$ cat src/rtl/tribuf_pkg.sv
package tribuf_pkg;
  localparam int NSLOT = 3;

  typedef logic [1:0] slot_t;

  typedef struct packed {
    logic [1:0] delay;
    logic       lock_en;
    logic [1:0] park_slot;
    logic       park_en;
    logic       store_en;
  } cfg_t;

  function automatic slot_t slot_inc(slot_t s);
    return (s >= slot_t'(NSLOT - 1)) ? slot_t'(0) : s + slot_t'(1);
  endfunction

  function automatic slot_t slot_back(slot_t s, logic [1:0] n);
    slot_t r;
    r = s;
    for (int i = 0; i < 2; i++) begin
      if (i < int'(n)) r = (r == slot_t'(0)) ? slot_t'(NSLOT - 1) : r - slot_t'(1);
    end
    return r;
  endfunction
endpackage

$ cat src/rtl/tribuf_wr_sched.sv
module tribuf_wr_sched
  import tribuf_pkg::*;
(
  input  logic             clk,
  input  logic             rst_n,
  input  logic             store_en,
  input  logic             wr_start,
  input  logic             wr_done,
  input  logic             wr_err,
  input  logic             hold_vld,
  input  slot_t            hold_slot,
  input  logic             take,
  input  slot_t            take_slot,
  output slot_t            wr_slot,
  output logic [NSLOT-1:0] valid,
  output slot_t            newest,
  output logic             pub,
  output logic             ovw_evt
);
  logic [NSLOT-1:0] seen;
  logic             faulted;
  slot_t            nxt;

  assign pub     = store_en && wr_done && !(faulted || wr_err);
  assign ovw_evt = pub && valid[wr_slot] && !seen[wr_slot];

  always_comb begin
    nxt = slot_inc(wr_slot);
    if (hold_vld && nxt == hold_slot) nxt = slot_inc(nxt);
  end

  always_ff @(posedge clk) begin
    if (!rst_n) begin
      wr_slot <= '0;
      valid   <= '0;
      seen    <= '0;
      newest  <= '0;
      faulted <= 1'b0;
    end else begin
      if (wr_err)                    faulted <= 1'b1;
      else if (wr_start || wr_done)  faulted <= 1'b0;
      if (take && valid[take_slot])  seen[take_slot] <= 1'b1;
      if (pub) begin
        valid[wr_slot] <= 1'b1;
        seen[wr_slot]  <= 1'b0;
        newest         <= wr_slot;
        wr_slot        <= nxt;
      end
    end
  end
endmodule

$ cat src/rtl/tribuf_rd_select.sv
module tribuf_rd_select
  import tribuf_pkg::*;
(
  input  logic             clk,
  input  logic             rst_n,
  input  cfg_t             cfg,
  input  logic [NSLOT-1:0] valid,
  input  slot_t            newest,
  input  logic             rd_start,
  input  logic             rd_done,
  input  logic             pub,
  output slot_t            rd_slot,
  output logic             rd_busy,
  output logic             permit,
  output slot_t            cand,
  output logic             accept,
  output logic             und_evt,
  output logic             sl_evt
);
  logic       token;
  logic [1:0] dl;
  slot_t      behind;

  assign dl      = (cfg.delay == 2'd3) ? 2'd2 : cfg.delay;
  assign behind  = slot_back(newest, dl);
  assign permit  = !cfg.lock_en || token;
  assign accept  = rd_start && !rd_busy && permit;
  assign und_evt = accept && cfg.store_en && (valid == '0);
  assign sl_evt  = cfg.lock_en && pub && rd_busy;

  always_comb begin
    if (cfg.park_en && cfg.park_slot <= slot_t'(NSLOT - 1) && valid[cfg.park_slot])
      cand = cfg.park_slot;
    else if (valid[behind])
      cand = behind;
    else if (valid[newest])
      cand = newest;
    else
      cand = rd_slot;
  end

  always_ff @(posedge clk) begin
    if (!rst_n) begin
      rd_slot <= '0;
      rd_busy <= 1'b0;
      token   <= 1'b0;
    end else begin
      if (pub)         token <= 1'b1;
      else if (accept) token <= 1'b0;
      if (accept)       rd_busy <= 1'b1;
      else if (rd_done) rd_busy <= 1'b0;
      if (accept && cfg.store_en) rd_slot <= cand;
    end
  end
endmodule

$ cat src/rtl/tribuf_evt_cnt.sv
module tribuf_evt_cnt #(
  parameter int W = 8
) (
  input  logic         clk,
  input  logic         rst_n,
  input  logic         clear,
  input  logic         evt,
  output logic [W-1:0] cnt
);
  localparam logic [W-1:0] TOP = '1;

  always_ff @(posedge clk) begin
    if (!rst_n)                 cnt <= '0;
    else if (clear)             cnt <= '0;
    else if (evt && cnt != TOP) cnt <= cnt + 1'b1;
  end
endmodule

$ cat src/rtl/tribuf_slot_mgr.sv
module tribuf_slot_mgr
  import tribuf_pkg::*;
#(
  parameter int ADDR_W = 32,
  parameter int CNT_W  = 8
) (
  input  logic              clk,
  input  logic              rst_n,
  input  logic [6:0]        cfg_word,
  input  logic              clear,
  input  logic [ADDR_W-1:0] base0,
  input  logic [ADDR_W-1:0] base1,
  input  logic [ADDR_W-1:0] base2,
  input  logic              wr_start,
  input  logic              wr_done,
  input  logic              wr_err,
  input  logic              rd_start,
  input  logic              rd_done,
  input  logic              rd_err,
  output logic [ADDR_W-1:0] wr_addr,
  output logic [ADDR_W-1:0] rd_addr,
  output logic [1:0]        wr_slot,
  output logic [1:0]        rd_slot,
  output logic [2:0]        valid_slots,
  output logic [1:0]        newest_slot,
  output logic              rd_busy,
  output logic              rd_permit,
  output logic              fault,
  output logic [CNT_W-1:0]  cnt_overwrite,
  output logic [CNT_W-1:0]  cnt_underrun,
  output logic [CNT_W-1:0]  cnt_syncloss
);
  localparam int NEVT = 3;

  cfg_t  cfg;
  slot_t cand, hold_slot;
  logic  pub, accept, hold_vld, ovw_evt, und_evt, sl_evt;
  logic [NEVT-1:0]  evts;
  logic [CNT_W-1:0] cnts [NEVT];

  assign cfg       = cfg_t'(cfg_word);
  assign hold_vld  = rd_busy || (accept && cfg.store_en);
  assign hold_slot = rd_busy ? rd_slot : cand;

  tribuf_wr_sched u_wr (
    .clk(clk), .rst_n(rst_n), .store_en(cfg.store_en),
    .wr_start(wr_start), .wr_done(wr_done), .wr_err(wr_err),
    .hold_vld(hold_vld), .hold_slot(hold_slot),
    .take(accept && cfg.store_en), .take_slot(cand),
    .wr_slot(wr_slot), .valid(valid_slots), .newest(newest_slot),
    .pub(pub), .ovw_evt(ovw_evt)
  );

  tribuf_rd_select u_rd (
    .clk(clk), .rst_n(rst_n), .cfg(cfg), .valid(valid_slots),
    .newest(newest_slot), .rd_start(rd_start), .rd_done(rd_done), .pub(pub),
    .rd_slot(rd_slot), .rd_busy(rd_busy), .permit(rd_permit), .cand(cand),
    .accept(accept), .und_evt(und_evt), .sl_evt(sl_evt)
  );

  assign evts = {sl_evt, und_evt, ovw_evt};

  for (genvar g = 0; g < NEVT; g++) begin : g_cnt
    tribuf_evt_cnt #(.W(CNT_W)) u_cnt (
      .clk(clk), .rst_n(rst_n), .clear(clear), .evt(evts[g]), .cnt(cnts[g])
    );
  end

  assign cnt_overwrite = cnts[0];
  assign cnt_underrun  = cnts[1];
  assign cnt_syncloss  = cnts[2];

  always_ff @(posedge clk) begin
    if (!rst_n)                fault <= 1'b0;
    else if (wr_err || rd_err) fault <= 1'b1;
    else if (clear)            fault <= 1'b0;
  end

  function automatic logic [ADDR_W-1:0] pick(slot_t s);
    case (s)
      2'd1:    return base1;
      2'd2:    return base2;
      default: return base0;
    endcase
  endfunction

  assign wr_addr = cfg.store_en ? pick(wr_slot) : base0;
  assign rd_addr = cfg.store_en ? pick(rd_slot) : base0;
endmodule

$ cat config.mk
export PLATFORM = sky130hd
export DESIGN_NAME = tribuf_slot_mgr
export DESIGN_NICKNAME = d
export VERILOG_FILES = /design/src/rtl/tribuf_pkg.sv /design/src/rtl/tribuf_wr_sched.sv /design/src/rtl/tribuf_rd_select.sv /design/src/rtl/tribuf_evt_cnt.sv /design/src/rtl/tribuf_slot_mgr.sv
export SDC_FILE = /design/constraint.sdc
export NUM_CORES = 1
export LEC_CHECK = 0
export BUFFER_PORTS_ARGS = -buffer_cell sky130_fd_sc_hd__buf_2
export CORE_UTILIZATION = 30
export DETAILED_ROUTE_END_ITERATION = 10
export PLACE_DENSITY = 0.65
export SYNTH_ARGS = -nofsm -noshare
export SYNTH_HDL_FRONTEND = slang
export SYNTH_SLANG_ARGS = --single-unit
$ cat constraint.sdc
create_clock -name clk -period 3.16 [get_ports clk]
set_input_delay 0.316 -clock clk [delete_from_list [all_inputs] [get_ports clk]]
set_output_delay 0.316 -clock clk [all_outputs]
set_load 0.01 [all_outputs]
==> reports/qor.txt <==
Run status: complete, no violations
Reg power frac: 37.6%
Worst Max-Slew Pin Slew: 0.9124 ns
Worst slew margin: 39.17%
Switching Power: 405.5 µW
Hold Crit Depth: 2
CP Capture Type: flip-flop
Largest cells by area after synthesis: dfxtp_1 (23%), a22oi_1 (14%), nor2_1 (6.4%), o21ai_0 (6.4%), nand2_1 (6.3%)
Clk slew on worst S/H paths: 0.06 ns
Die Width: 110.2 µm
Via count: 4,508
Crit path largest cell delay: 0.49 ns
Antenna Cells: 0
Unrepaired setup endpoints after global routing: false
#FFs+latches synth: 40
Post-DP HPWL: 9.479 mm
Net Sw Frac: 29.42%
R2R depth: 9
CTS tree: built
Worst skew pair latency: 0.29 ns
Worst Path Required: 3.37 ns
Worst min path class: in2reg
Setup-failing EPs final: 0
Antenna-violating nets left: 0
Setup total negative slack: 0 ns
Comb pwr share: 24.6%
Layout Cells excl Fill: 824
Clock power share: 37.8%
Commonest non-fill, non-tap cell in the layout: buf_2
Crit path arrival time: 3.17 ns
Top_reg_cell synth: dfxtp_1
Gr ovfl total: 0
R2r setup slk: 0.20 ns
Initial Util: 30.77%
Worst r2r src: u_wr.newest[1]
CTS Hold Bufs: 0
R2R Path End: u_wr.wr_slot[0]
Yosys top cell area share: 22.79%
Largest net degree at the start of global routing: 44
Post-layout minimum cycle time: 2.960 ns
Pwr Density: 285.6 mW/mm²
Fill cells: 1,195
Async S/R FF share, synth: 0%
Share of layout cells above drive strength 1: 35.98%
Top fanout value on the critical path: 9
Internal power: 972.8 µW
Footprint of the multi-input gates: 0.002511 mm²
Mean post-synth cell area: 7.156 µm²
Maximum vdd drop: 0.0002209 V
Final period utilization: 93.68%
Routed WL per cell: 15.40 µm
# H-tree levels: 2
Post-synth top area cell: dfxtp_1
Final hold violation count: 0
Clock tree root buffer cell: clkbuf_16
Post-synthesis net count: 614
CP Launch Type: flip-flop
Crit-path leading delay family: compound AO/OA/AOI/OAI gates
# port buffers: 211
P&R area growth vs syn: 37.36%
Hold WS: 0.2463 ns
Synth warn: 0
Post-synth EDFFs: 0
Critical path depth in cells: 9
Die H: 110.2 µm
Initial antenna violation count: 0
Register area: 800.8 µm²
Min-delay src: rd_err
Worst Hold Path EP: fault
Final Worst Setup Slack: 0.1998 ns
Post-CTS setup buffer count: 0
Synth unique cells: 56
FP Rows: 39
Nets: 803
Final routed DRC violation total: 0
Number of max-cap violations: 0
Post-Place Cells: 816
Sequential share of the synthesized area: 22.79%
Slowest cell on crit path: dfxtp_1
Resized cells post-CTS: 0
Vias in the first global route: 3,603
Pre-Repair DR Iteration Count: 5
TritonCTS buffer count: 5
Fmax achieved: 0.3378 GHz
CP Class: reg2reg
Top Ports: 212
CP Cell Sequence: ha_1 -> mux2_2 -> ha_1 -> mux2i_4 -> o21ai_2 -> a211oi_4 -> o21ai_0 -> or4_1 -> a31oi_1
First-pass GRT wire length: 18.13 mm
Post-Synthesis Cells: 491
Post-synthesis cell area: 0.003513 mm²
Most used cell, CP: ha_1
Most frequent cells in the layout: buf_2 (211), a22oi_1 (67), nor2_1 (60), nand2_1 (59), o21ai_0 (45)
Core area: 0.01142 mm²
Leakage: 0.002118 µW
Dpl ws: 0.2455 ns
1st-iter DRT viols: 452
CTS sink count: 40
DR vias/cell: 5.471
Slew Viols, Final: 0
Gpl congestion: 0.7930
Die area: 0.01215 mm²
Bufs and invs on worst path: 0
Tot GR Track Use: 18.78%
Clk_skew: 0.006862 ns
Drt total wl: 12.69 mm
CTS Buffer Depth: 2
[worst reg2reg max path: cells and delay by family (launching register included)]
| family | cells | cell delay (ns) |
|---|---|---|
| compound gates | 4 | 0.86 |
| fa+ha+maj | 2 | 0.64 |
| flops | 1 | 0.49 |
| mux | 2 | 0.46 |
| simple gates | 1 | 0.43 |
[cell usage after synthesis, drive strengths merged, types with 2 or more instances]
cell type  count
o211a          3
buf            9
a21oi         43
o21a           3
or3            6
o21ai         48
a22oi         67
xor2          11
nor2b         11
nor2          60
o31ai          2
and3           5
dfxtp         40
or4            2
o22ai          2
a21boi         3
mux2i         12
mux2           2
nand2b         4
and2           2
xnor2          7
nand4          9
a211oi         2
nand2         59
ha            11
o211ai         2
inv           10
nand3          7
clkbuf        30
o31a           2
a31oi          3
nor3           4
[logic make-up after synthesis]
group                      synth area share, %
buffers and inverters                    5.841
DFF                                      22.79
and+or+nand+nor                          23.54
xor gates and xnor gates                 4.487
AOI/OAI and AO/OA                        34.90
muxes                                    4.523
adders and majority gates                3.917
[worst max-delay path by stage]
stage | start | to | slack, ns
6_report | u_wr.newest[1] | u_wr.wr_slot[0] | 0.20
5_1_grt | u_wr.newest[1] | u_wr.wr_slot[0] | 0.08
4_1_cts | u_wr.newest[1] | u_wr.wr_slot[0] | 0.25
3_5_place_dp | u_wr.newest[1] | u_wr.wr_slot[0] | 0.25
3_3_place_gp | cfg_word[6] | u_wr.wr_slot[0] | 0.37
2_1_floorplan | u_wr.newest[0] | u_wr.wr_slot[0] | 0.35
[sequential cells by signal (all words and copies together), names as in the netlist, 2 cells and up]
register	cells
g_cnt.u_cnt.cnt	24
u_wr.seen	3
u_wr.valid	3
u_rd.rd_slot	2
u_wr.newest	2
u_wr.wr_slot	2
[per-stage QoR]
stage	instance area, µm²	power, µW	util [%]
final	4826	1378	42.26
after global placement	4672	856.2	40.92
after floorplan	3513	688.6	-
after global routing	4826	1454	42.26
after CTS	4826	1385	42.26
after detailed placement	4672	863.3	40.92
[per-layer routing]
metal  global-route usage [%]  routed length [µm]
met1                    27.41                5829
met2                    28.84                5853
met3                    3.292                 886
met4                    3.571                 119
met5                        0                   0
[area by class of cell]
type | count | area share (%)
multi-input cells | 402 | 52.04
repair buffers | 221 | 23.70
flip-flops and latches | 40 | 16.59
well taps | 143 | 3.708
clock buffers | 6 | 2.878
inverters | 10 | 0.7778
clock inverters | 2 | 0.3111
[power groups by stage]
stage	Combinational (µW)	Clock, µW	Sequential, µW
after CTS	337	530	517
after floorplan	162	0	526
final	339	522	518
after global placement	328	0	528
after detailed placement	335	0	529
after global routing	374	562	518
Power figures use the tool's default switching activity.
